===== src/rtl/txb_pkg.sv =====
package txb_pkg;
  typedef enum logic [1:0] {
    RC_NONE    = 2'b00,
    RC_ABORTED = 2'b01,
    RC_SENT    = 2'b10
  } rcode_e;
endpackage


===== src/rtl/txb_scan.sv =====
module txb_scan #(
  parameter int NBUF = 4
) (
  input  logic            clk,
  input  logic            rst_n,
  input  logic            start,
  input  logic [NBUF-1:0] cand,
  output logic            busy,
  output logic            finish,
  output logic [NBUF-1:0] pick
);
  localparam int CW = (NBUF > 1) ? $clog2(NBUF) : 1;
  localparam logic [CW-1:0] LAST = CW'(NBUF - 1);

  function automatic logic [NBUF-1:0] lowest_first(input logic [NBUF-1:0] v);
    logic hit;
    lowest_first = '0;
    hit = 1'b0;
    for (int i = 0; i < NBUF; i++) begin
      if (v[i] && !hit) begin
        lowest_first[i] = 1'b1;
        hit = 1'b1;
      end
    end
  endfunction

  logic [CW-1:0] cnt;

  always_ff @(posedge clk or negedge rst_n) begin
    if (!rst_n) begin
      busy <= 1'b0;
      cnt  <= '0;
    end else if (start) begin
      busy <= 1'b1;
      cnt  <= '0;
    end else if (busy) begin
      if (cnt == LAST) busy <= 1'b0;
      else             cnt  <= cnt + 1'b1;
    end
  end

  assign finish = busy && (cnt == LAST) && !start;
  assign pick   = lowest_first(cand);

  AST_SCAN_ENDS: assert property (@(posedge clk) disable iff (!rst_n)
    finish |=> !busy);
  AST_SCAN_FROM_ZERO: assert property (@(posedge clk) disable iff (!rst_n)
    $rose(busy) |-> cnt == '0);
  AST_PICK_ONEHOT: assert property (@(posedge clk) disable iff (!rst_n)
    $onehot0(pick));
endmodule


===== src/rtl/txb_slot.sv =====
module txb_slot
  import txb_pkg::*;
(
  input  logic       clk,
  input  logic       rst_n,
  input  logic       set_req,
  input  logic       set_abort,
  input  logic       wr,
  input  logic [1:0] wdata,
  input  logic       xmit_i,
  input  logic       sel_i,
  input  logic       scan_busy,
  input  logic       frame_ok,
  output logic       req_o,
  output logic       abort_o,
  output logic [1:0] code_o,
  output logic       asts_o,
  output logic       abort_now_o,
  output logic       fin_o
);
  assign abort_now_o = abort_o && req_o && !xmit_i && !sel_i && !scan_busy;
  assign fin_o       = xmit_i && frame_ok;

  always_ff @(posedge clk or negedge rst_n) begin
    if (!rst_n) begin
      req_o   <= 1'b0;
      abort_o <= 1'b0;
      code_o  <= RC_NONE;
      asts_o  <= 1'b0;
    end else if (abort_now_o) begin
      req_o   <= 1'b0;
      abort_o <= 1'b0;
      code_o  <= RC_ABORTED;
      asts_o  <= 1'b1;
    end else if (fin_o) begin
      req_o   <= 1'b0;
      abort_o <= 1'b0;
      code_o  <= abort_o ? RC_ABORTED : RC_SENT;
      if (abort_o) asts_o <= 1'b1;
    end else begin
      if (set_req && code_o == RC_NONE) req_o <= 1'b1;
      if (set_abort && req_o) abort_o <= 1'b1;
      if (wr && wdata == RC_NONE) begin
        code_o <= RC_NONE;
        asts_o <= 1'b0;
      end
    end
  end

  AST_ABORT_TAKEN: assert property (@(posedge clk) disable iff (!rst_n)
    abort_now_o |=> code_o == RC_ABORTED && !req_o && !abort_o && asts_o);
  AST_SCAN_KEEPS_REQ: assert property (@(posedge clk) disable iff (!rst_n)
    scan_busy && req_o && !xmit_i |=> req_o);
  AST_XMIT_KEEPS_REQ: assert property (@(posedge clk) disable iff (!rst_n)
    xmit_i && req_o && !frame_ok |=> req_o);
  AST_FIN_ABORTED: assert property (@(posedge clk) disable iff (!rst_n)
    fin_o && abort_o |=> code_o == RC_ABORTED && asts_o && !req_o);
  AST_FIN_SENT: assert property (@(posedge clk) disable iff (!rst_n)
    fin_o && !abort_o |=> code_o == RC_SENT && !req_o);
  AST_NO_CODE11: assert property (@(posedge clk) disable iff (!rst_n)
    code_o != 2'b11);
  AST_NZ_WRITE_IGNORED: assert property (@(posedge clk) disable iff (!rst_n)
    wr && wdata != RC_NONE && !fin_o && !abort_now_o |=> $stable(code_o));
  AST_REQ_BLOCKED: assert property (@(posedge clk) disable iff (!rst_n)
    code_o != RC_NONE && !req_o |=> !req_o);
endmodule


===== src/rtl/txb_ctrl.sv =====
module txb_ctrl
  import txb_pkg::*;
#(
  parameter int NBUF = 4
) (
  input  logic              clk,
  input  logic              rst_n,
  input  logic [NBUF-1:0]   req_set,
  input  logic [NBUF-1:0]   abort_set,
  input  logic [NBUF-1:0]   code_wr,
  input  logic [2*NBUF-1:0] code_wdata,
  input  logic              abort_ie,
  input  logic              done_ie,
  input  logic              ev_sof,
  input  logic              ev_arb_lost,
  input  logic              ev_error,
  input  logic              ev_crc_delim,
  input  logic              ev_done,
  output logic [NBUF-1:0]   req_bits,
  output logic [NBUF-1:0]   abort_bits,
  output logic [2*NBUF-1:0] code_out,
  output logic [NBUF-1:0]   abort_sts,
  output logic [NBUF-1:0]   sel_oh,
  output logic [NBUF-1:0]   xmit_oh,
  output logic              scan_busy,
  output logic              irq_abort,
  output logic              irq_done
);
  logic [NBUF-1:0] abort_now_w, fin_w, cand, pick, is_aborted, is_sent;
  logic            scan_start, scan_finish, rescan_q, auto_start;

  genvar g;
  generate
    for (g = 0; g < NBUF; g++) begin : g_slot
      txb_slot u_slot (
        .clk        (clk),
        .rst_n      (rst_n),
        .set_req    (req_set[g]),
        .set_abort  (abort_set[g]),
        .wr         (code_wr[g]),
        .wdata      (code_wdata[2*g +: 2]),
        .xmit_i     (xmit_oh[g]),
        .sel_i      (sel_oh[g]),
        .scan_busy  (scan_busy),
        .frame_ok   (ev_done),
        .req_o      (req_bits[g]),
        .abort_o    (abort_bits[g]),
        .code_o     (code_out[2*g +: 2]),
        .asts_o     (abort_sts[g]),
        .abort_now_o(abort_now_w[g]),
        .fin_o      (fin_w[g])
      );
      assign is_aborted[g] = code_out[2*g +: 2] == RC_ABORTED;
      assign is_sent[g]    = code_out[2*g +: 2] == RC_SENT;
    end
  endgenerate

  assign cand       = req_bits & ~abort_bits & ~xmit_oh;
  assign auto_start = !scan_busy && !(|sel_oh) && !(|xmit_oh) && !rescan_q && (|cand);
  assign scan_start = ev_error || (ev_crc_delim && rescan_q) || auto_start;

  txb_scan #(.NBUF(NBUF)) u_scan (
    .clk   (clk),
    .rst_n (rst_n),
    .start (scan_start),
    .cand  (cand),
    .busy  (scan_busy),
    .finish(scan_finish),
    .pick  (pick)
  );

  always_ff @(posedge clk or negedge rst_n) begin
    if (!rst_n) begin
      sel_oh   <= '0;
      xmit_oh  <= '0;
      rescan_q <= 1'b0;
    end else begin
      if (scan_finish) sel_oh <= pick;
      if (ev_done) begin
        xmit_oh <= '0;
      end else if (ev_error) begin
        xmit_oh  <= '0;
        sel_oh   <= '0;
        rescan_q <= 1'b0;
      end else if (ev_arb_lost) begin
        xmit_oh  <= '0;
        sel_oh   <= '0;
        rescan_q <= 1'b1;
      end else if (ev_crc_delim && rescan_q) begin
        sel_oh   <= '0;
        rescan_q <= 1'b0;
      end else if (ev_sof && |sel_oh) begin
        xmit_oh <= sel_oh;
        sel_oh  <= '0;
      end
    end
  end

  assign irq_abort = abort_ie && (|is_aborted);
  assign irq_done  = done_ie && (|is_sent);

  AST_SEL_ONEHOT: assert property (@(posedge clk) disable iff (!rst_n)
    $onehot0(sel_oh));
  AST_XMIT_ONEHOT: assert property (@(posedge clk) disable iff (!rst_n)
    $onehot0(xmit_oh));
  AST_ARB_DROPS_XMIT: assert property (@(posedge clk) disable iff (!rst_n)
    ev_arb_lost |=> xmit_oh == '0 && sel_oh == '0);
  AST_WAIT_CRC_DELIM: assert property (@(posedge clk) disable iff (!rst_n)
    rescan_q && !scan_busy && !ev_crc_delim && !ev_error |=> !scan_busy);
  AST_ERROR_RESCAN: assert property (@(posedge clk) disable iff (!rst_n)
    ev_error |=> scan_busy && xmit_oh == '0);
endmodule


===== config.mk =====
export PLATFORM = sky130hd
export DESIGN_NAME = txb_ctrl
export DESIGN_NICKNAME = d
export VERILOG_FILES = /design/src/rtl/txb_pkg.sv /design/src/rtl/txb_scan.sv /design/src/rtl/txb_slot.sv /design/src/rtl/txb_ctrl.sv
export SDC_FILE = /design/constraint.sdc
export NUM_CORES = 1
export LEC_CHECK = 0
export CORE_ASPECT_RATIO = 1.75
export CORE_UTILIZATION = 44
export DETAILED_ROUTE_END_ITERATION = 16
export PLACE_DENSITY_LB_ADDON = 0.25
export SLEW_MARGIN = 25
export SYNTH_ARGS = -nofsm -noshare
export SYNTH_HDL_FRONTEND = slang
export SYNTH_HIERARCHICAL = 1
export SYNTH_SLANG_ARGS = --single-unit

===== constraint.sdc =====
create_clock -name clk -period 2.19 [get_ports clk]
set_input_delay 0.219 -clock clk [delete_from_list [all_inputs] [get_ports clk]]
set_output_delay 0.219 -clock clk [all_outputs]
set_load 0.01 [all_outputs]

# == Yosys cells after proc, flatten, opt, wreduce, memory -nomap -nowiden ==
# Cells that the tools add are included.
# word_totals
out_inout_bits,31
inputBits,29
ff_bits,32
# op_classes
n_addsub,1
n_mux,82
bitwise_logic,5
n_reduce_logical,98
n_eq_ne,15
# ops
op,n
$mux W1,52
$logic_and A1 B1 Y1,45
$mux W4,11
$reduce_bool A3 Y1,13
$mux W2,19
$reduce_or A4 Y1,5
$logic_not A1 Y1,16
$logic_not A2 Y1,8
$reduce_and A2 Y1,7
$ne A3 B1 Y1 const B,4
$eq A2 B2 Y1 const B,5
$and A4 B4 Y4,2
$eq A2 B1 Y1 const B,4
$not A4 Y4,2
$ne A4 B4 Y1 const B,1
$reduce_bool A4 Y1,1
$add A2 B1 Y2 const B,1
$logic_or A1 B1 Y1,2
$ne A2 B1 Y1 const B,1
$reduce_bool A2 Y1,1
$not A1 Y1,1

# == Depth between registers and ports, before layout ==
# Gate-level depths: netlist of the first run.
# logic_depth
ltp_word,19
depth_mapped,7
depth_no_buf,6

# == Cells and area by module ==
# The synthesis of the first run kept the hierarchy.
# modules_own_cells
mod,cells_per_inst,instances,area_each_um2
txb_slot,21,4,232.7
txb_ctrl,62,1,538.0
txb_scan,18,1,192.7

# == Worst setup path before layout of the first run ==
# No wires, ideal clock.
# synth_path
kind,reg-to-reg
start,register xmit_oh[0]
end,register sel_oh[0]
t_required_ps,2059
n_path_buf,1
setup_time_ps,131
path_stages_with_launch,8
arrival_time_ps,1759
slack_ps,301
cell_sequence,dfrtp_1 nor3b_1 nor4_1 o21ai_0 nor2_1 buf_1 mux2i_1 nor2_1
# synth_via
elab_cells_between_ends,18
cone_classes,mux: 7; bitwise: 2; reduce/logical: 9
# synth_rtl
element,line_no,text
"start, declared",txb_ctrl.sv:24,"output logic [NBUF-1:0] xmit_oh,"
"start signal, assigned",txb_ctrl.sv:93,xmit_oh <= sel_oh;
$not A4 Y4 (*),txb_ctrl.sv:58,assign cand = req_bits & ~abort_bits & ~xmit_oh;
$and A4 B4 Y4 (*),txb_ctrl.sv:58,
net cand[0],txb_ctrl.sv:29,"logic [NBUF-1:0] abort_now_w, fin_w, cand, pick, is_aborted, is_sent;"
$reduce_or A4 Y1 (*),txb_ctrl.sv:59,assign auto_start = !scan_busy && !(|sel_oh) && !(|xmit_oh) && !rescan_q && (|cand);
$logic_and A1 B1 Y1 (*),txb_ctrl.sv:59,
$logic_or A1 B1 Y1 (*),txb_ctrl.sv:60,assign scan_start = ev_error || (ev_crc_delim && rescan_q) || auto_start;
net scan_start,txb_ctrl.sv:30,"logic scan_start, scan_finish, rescan_q, auto_start;"
$logic_not A1 Y1 (*),txb_scan.sv:42,assign finish = busy && (cnt == LAST) && !start;
$logic_and A1 B1 Y1 (*),txb_scan.sv:42,
net scan_finish,txb_ctrl.sv:30,
$mux W4 (*),txb_ctrl.sv:78,if (scan_finish) sel_oh <= pick;
$mux W4,txb_ctrl.sv:92,end else if (ev_sof && |sel_oh) begin
$mux W4,txb_ctrl.sv:89,end else if (ev_crc_delim && rescan_q) begin
$mux W4,txb_ctrl.sv:85,end else if (ev_arb_lost) begin
$mux W4,txb_ctrl.sv:81,end else if (ev_error) begin
$mux W4 (*),txb_ctrl.sv:79,if (ev_done) begin
"end signal, assigned",txb_ctrl.sv:78,
"end, declared",txb_ctrl.sv:23,"output logic [NBUF-1:0] sel_oh,"
# The timed path passes the listed nets; every way through them passes the cells marked *.
# A chain may end at the register's enable or synchronous reset.

# == Final worst setup path of the first run ==
# layout_path
start,register xmit_oh[0]
end,register sel_oh[1]
# The elaborated chain is that of the path after synthesis.

==> run metrics, run 1 <==
clock sink total=32; Crit Path Class=flop to flop; DR vias/cell=5.75; DR iter-0 viols=68; number of synthesis warnings=6; Startpoint Class=flop; Switch Pwr=between 0.5 and 0.6 mW; CP Capture Type=flop; Synth Area per Inst=10.1 sq um; post-synthesis to final-layout area growth=46.6%; sequential-to-total area share from yosys stat=between 40% and 50%; FF+latch count, synth=32; Remaining Overflow, GRT=0; antenna violations before repair=0; Max Root-Sink Buffers=2; worst-path fanout max=7; nets@finish=264; Distinct cells, synth=33; I/O Buffers=59; most common cell in the synthesized netlist=dfrtp_1; pin count of the biggest net entering global routing=33; CP required=2.35 ns; vias post-DR=about 1,600; # H-tree levels=2; RSZ-0062 raised after global routing=false; starting density of the core=~46%; fraction of power consumed by sequential logic=about two fifths; actual slew at the worst max-slew pin=0.472 ns; routed len/inst=16.3 microns; top cell type's share of synthesized area=about half; Hold Slack=0.335 ns; CTS Root Cell=clkbuf_8; RR Startpoint=xmit_oh[0]; drt first pass iters=4; Clock Power Share=24.2%; first-pass GRT wire length=7500 microns; synthesized area=between 0.0015 and 0.002 sq mm; min-delay worst type=primary input to asynchronous set/reset pin; die area=between 0.004 and 0.005 sq mm; hpwl dp=3450 microns; PwrDens=roughly 790 mW/mm^2; worst vdd ir=between 0.5 and 0.6 mV; row count=29; Net Count, Synth=194; Lkg Pwr=between 1 and 1.5 nW; Post-synth EDFFs=0; fmax=508 MHz; final setup skew=about 0.0062 ns; gr usage total=between 20% and 30%; min cycle time layout=about 2.0 ns; Final Hold Viols=0; combinational power share=34.4%; CTS Buf Count=5; ys async rst share=100%; Final Setup Violations=0; Die Y=~83 microns; Clk Latency, worst-skew pair=0.28 ns; Core Region=0.00363 sq mm; total power=approximately 1.9 mW; post_cts resized=0; largest cells by area after synthesis=dfrtp_1, nor4_4, o22ai_1; most frequent cells after synthesis=dfrtp_1, nand2_1, nor2_1; Synth area leader=dfrtp_1; clk slew on worst S/H paths=~0.070 ns; final wirelength=around 4600 microns; internal power=between 1 and 1.5 mW; max-cap viol count=0; Synth Flop Type=dfrtp_1; CTS Hold Buffers Added=0; Worst EP arrival=around 2.1 ns; fin crit share=about nine tenths; IO Pins=60; layout cells sized above 1=11.5%; sw frac=between 30% and 40%; setup TNS=0 ns; post-CTS setup buffer count=0; die width=slightly below 50 microns; Slew Viols, Final=0; Rel. slew slack=between 60% and 70%; TritonCTS clock tree=yes; # DRC=0; vias in the first global route=roughly 1,600; antenna-violating nets left=0; GP Congestion=0.943; run status=finished clean; critical path startpoint=xmit_oh[0]; Ant. Diodes=0; cells after synthesis=roughly 160
-- critical path, stage by stage (launching register included) --
cell and delay, ns:
dfrtp_1 0.52, nor3b_1 0.13, nor4_1 0.29, o21ai_1 0.21, nor2_1 0.38, mux2i_1 0.26
nor2_1 0.06
-- cell families after synthesis --
kind of cell               after synthesis  share of synthesized area [%]
AOI/OAI and AO/OA                       38                           14.9
DFF                                     32                           48.2
buffers and inverters                   12                           2.94
and+or+nand+nor                         76                           29.9
muxes                                    5                           3.31
adders and majority gates                1                          0.753
-- per-layer routing --
metal | GRT usage [%] | vias to the layer above | part of all wire, %
met5 | 0 | - | 0
met4 | 9.63 | 0 | 1.6
met3 | 5.68 | 9 | 5.0
met2 | 44.3 | 76 | 57
met1 | 25.9 | 785 | 36
li1 | - | 747 | -
-- placed cells by master (no fill, tap or decap), types with 2 or more instances in the layout --
cell type,count
nand4_1,4
buf_4,6
and3_1,4
or3b_4,4
mux2i_1,4
clkbuf_8,6
nand2_1,15
dfrtp_1,32
nor3_1,8
nor3b_1,5
a22oi_1,3
a21oi_1,10
nor2b_1,2
inv_1,10
nor4_4,4
o22ai_1,10
clkinv_2,2
clkdlybuf4s50_1,59
nand3_1,5
nor2_1,12
nand2b_1,5
nor4_1,3
o21ai_0,6
a311o_1,4
-- worst paths after layout --
kind	end	slack, ns	depth (start not counted)
max	sel_oh[1]	0.22	6
min in group clk	g_slot[0].u_slot/asts_o	0.51	2
max reg2reg	sel_oh[1]	0.22	6
min	g_slot[0].u_slot/code_o[0]	0.34	2
max in group asynchronous	g_slot[3].u_slot/abort_o	1.55	2
min reg2reg	g_slot[0].u_slot/asts_o	0.51	2
-- sequential cells by signal, summed over array words and instances (netlist names) --
signal and flops:
g_slot.u_slot/abort_o 4, g_slot.u_slot/asts_o 4, g_slot.u_slot/code_o 8, g_slot.u_slot/req_o 4, rescan_q 1, sel_oh 4, u_scan/busy 1, u_scan/cnt 2
xmit_oh 4
-- power groups by stage --
stage / clock network, mW / registers, mW / logic (mW)
after global routing: 0.497 / 0.810 / 0.706
after detailed placement: 0 / 0.804 / 0.654
after global placement: 0 / 0.796 / 0.636
after floorplan: 0 / 0.836 / 0.254
after CTS: 0.474 / 0.792 / 0.660
final: 0.463 / 0.792 / 0.658
-- final cells by class --
type	instances	area, sq um
clock buffers	6	82.6
clock inverters	2	10.0
fillers	287	1190
inverters	10	37.5
multi-input cells	120	812
flip-flops and latches	32	801
well taps	46	57.6
repair buffers	65	636
-- through the flow --
step / util, % / cell area (sq um) / worst slack, ns / cells
after floorplan: - / 1660 / 0.301 / 164
after global placement: 64.6 / 2340 / 0.300 / 273
after detailed placement: 64.6 / 2340 / 0.138 / 273
after CTS: 67.1 / 2440 / 0.127 / 281
after global routing: 67.1 / 2440 / 0.0680 / 281
final: 67.1 / 2440 / 0.221 / 281
No activity file was read; power rests on OpenSTA's default activity.
==> inputs of run 2 (changes only) <==
Settings changed: ABC_AREA set to 1, CORE_UTILIZATION 44 to 46, GPL_ROUTABILITY_DRIVEN set to 1, SYNTH_HIERARCHICAL 1 to not set.
==> run 2 against run 1 <==
  * Synthesized area up 8.1%
  * Core utilization is 1.9 points lower
  * Global-route usage shrank 2.2 points
  * Cell area shrank 1.8%
  * Die area is 3.2% higher
  * First-iteration DRC count fell by 63%
  * Synthesized cell count grew 40%
  * Cell count rose by 15%
  * Worst hold slack lost 0.0024 ns
  * Setup slack improved by 0.15 ns
  * Non-clock buffer count shrank 5
  * Routed wire length down 9.6%
==> run metrics, run 2 <==
setup TNS=0 ns (unchanged); nets@finish=307 (+16%); Die Y=84.6 microns (+1.6%); worst path cell trace=inv_1 > o22ai_1 > o21a_1 > clkdlybuf4s50_1; CTS Buf Count=5 (unchanged); number of synthesis warnings=0 (-6); clock sink total=32 (unchanged); Lkg Pwr=1.17 nW (+13%); post-synthesis to final-layout area growth=33.2%; Final Hold Viols=0 (unchanged); post-CTS setup buffer count=0 (unchanged); commonest cells after routing, fill and taps aside=clkdlybuf4s50_1, nand2_1, dfrtp_1; hpwl dp=3330 microns (-3.3%); DR iter-0 viols=25 (-63%); Synth Area per Inst=7.81 sq um (-23%); routed len/inst=12.8 microns (-22%); starting density of the core=49.0% (+3.2 points); Slowest Stage Delay on Critical Path=0.53 ns (about the same); Crit Path Class=flop to output port; Rel. slew slack=73.0% (+4.7 points); antenna-violating nets left=0 (unchanged); actual slew at the worst max-slew pin=0.404 ns (-0.0679 ns); clk slew on worst S/H paths=0.06 ns (about the same); Net Count, Synth=260 (+34%); CTS Root Cell=clkbuf_8; fmax=549 MHz (+8.1%); Remaining Overflow, GRT=0 (unchanged); PwrDens=862 mW/mm^2 (+9.8%); IO Pins=60 (unchanged); Clk Latency, worst-skew pair=0.28 ns (about the same); Synth area leader=dfrtp_1; Most flops, register=g_slot.u_slot.code_o; top cell type's share of synthesized area=44.6% (-3.6 points); vias post-DR=1,622 (+0.31%); vias in the first global route=1,573 (-3.6%); final wirelength=4140 microns (-9.6%); min-delay worst type=primary input to asynchronous set/reset pin; most frequent cells after synthesis=nand2_1, dfrtp_1, inv_1, nor2_1, buf_4; FF+latch count, synth=32 (unchanged); run status=finished clean; most common cell after layout, fill and taps aside=clkdlybuf4s50_1; Cell Area, Placed=0.00230 sq mm (-1.8%); ys async rst share=100% (unchanged); slowest cell on the critical path=clkdlybuf4s50_1; Post-synth EDFFs=0 (unchanged); cells after synthesis=230 (+40%); Synth Flop Type=dfrtp_1; Final Cell Area=0.00239 sq mm (-1.8%); antenna violations before repair=0 (unchanged); pin count of the biggest net entering global routing=33 (unchanged); max-cap viol count=0 (unchanged); worst-path fanout max=3 (-4); gr usage total=21.9% (-2.2 points); Core Region=0.00366 sq mm (+1.0%); flip-flop count of the largest register after layout=8 (unchanged); die width=49.2 microns (+1.6%); Slew Viols, Final=0 (unchanged); CTS Hold Buffers Added=0 (unchanged); # DRC=0 (unchanged); post_cts resized=0 (unchanged); Startpoint Class=flop; # H-tree levels=2 (unchanged); TritonCTS clock tree=yes; DR vias/cell=5.01 (-13%); final setup skew=0.00282 ns (-0.00338 ns); RSZ-0062 raised after global routing=false; sequential-to-total area share from yosys stat=44.6% (-3.6 points); drt first pass iters=4 (unchanged); synthesized area=0.00180 sq mm (+8.1%); GP Congestion=0.889 (-5.7%); Worst EP arrival=1.60 ns (-0.53 ns); Final Setup Violations=0 (unchanged); fill count=332 (+16%); min cycle time layout=1.82 ns (-0.148 ns); worst vdd ir=0.825 mV (+62%); most common cell in the synthesized netlist=nand2_1; largest cells by area after synthesis=dfrtp_1, nand2_1, buf_4; CP required=1.97 ns (-0.38 ns); I/O Buffers=59 (unchanged); Ant. Diodes=0 (unchanged); row count=29 (unchanged); Max Root-Sink Buffers=2 (unchanged); CP Capture Type=output port; fin crit share=83.1% (-6.8 points); layout cells sized above 1=7.91% (-3.6 points); Distinct cells, synth=25 (-24%); first-pass GRT wire length=6840 microns (-8.7%); die area=0.00417 sq mm (+3.2%)
[run 2: cell count changes after synthesis, sizes merged, moves of 5 or more]
cell,before,now
nand3,5,15
nand2,15,51
o22ai,10,4
nor4,7,0
nand2b,5,0
o21ai,7,13
inv,10,36
nor3b,5,0
nor3,9,4
nor2,12,31
buf,2,20
[run 2: final cells by class]
type,instances,area (sq um),area share (%)
clock buffers,8,90.1,3.77
well taps,46,57.6,2.41
multi-input cells,142,709,29.7
repair buffers,60,598,25.0
flip-flops and latches,32,801,33.5
inverters,36,135,5.65
[run 2: layer usage]
metal / vias to the layer above / GRT usage, % / wire length [microns]
li1: 807 / - / -
met3: 9 / 4.89 / 204
met4: 0 / 9.63 / 84
met2: 48 / 41.7 / 2330
met1: 758 / 21.7 / 1520
met5: - / 0 / 0
[run 2: critical path, delay by kind of cell, from the launching register on]
kind	cells	cell delay [ns]
buf+inv	2	0.62
flops	1	0.39
compound gates	2	0.31
[run 2: power by group]
| group | leakage, nW | internal (mW) | switching (mW) |
|---|---|---|---|
| clock | 0.0455 | 0.256 | 0.209 |
| combinational | 0.729 | 0.393 | 0.367 |
| sequential | 0.395 | 0.715 | 0.122 |
| total | 1.17 | 1.36 | 0.698 |
[run 2: logic make-up (layout without fill, tap and decap cells)]
group,count (synthesis),after routing,share of synthesized area (%)
flops,32,32,44.6
buf+inv,56,104,15.9
compound gates,31,31,9.55
fa+ha+maj,1,1,0.697
xor+xnor,1,1,0.488
simple gates,109,109,28.8
[run 2: through the flow]
stage / power, mW / setup WS [ns] / std cells / hold slack, ns / util, %
6_report: 2.06 / 0.369 / 324 / 0.333 / 65.2
4_1_cts: 2.07 / 0.363 / 324 / 0.355 / 65.2
5_1_grt: 2.19 / 0.312 / 324 / 0.402 / 65.2
3_5_place_dp: 1.61 / 0.646 / 316 / 0.467 / 62.8
2_1_floorplan: 1.31 / 0.976 / 230 / -0.0766 / -
3_3_place_gp: 1.60 / 0.642 / 316 / 0.456 / 62.8
[run 2: path summary, 6_finish.rpt]
| check | cells past startpoint | endpoint | start | slack, ns |
|---|---|---|---|---|
| max in group asynchronous | 2 | xmit_oh[0] | rst_n | 1.56 |
| setup reg to reg | 8 | sel_oh[2] | u_scan.busy | 0.77 |
| setup / recovery | 4 | irq_done | g_slot[2].u_slot.code_o[1] | 0.37 |
| min in group clk | 2 | g_slot[0].u_slot.asts_o | g_slot[0].u_slot.asts_o | 0.47 |
| hold / removal | 2 | g_slot[1].u_slot.code_o[0] | rst_n | 0.33 |
| hold reg to reg | 2 | g_slot[0].u_slot.asts_o | g_slot[0].u_slot.asts_o | 0.47 |
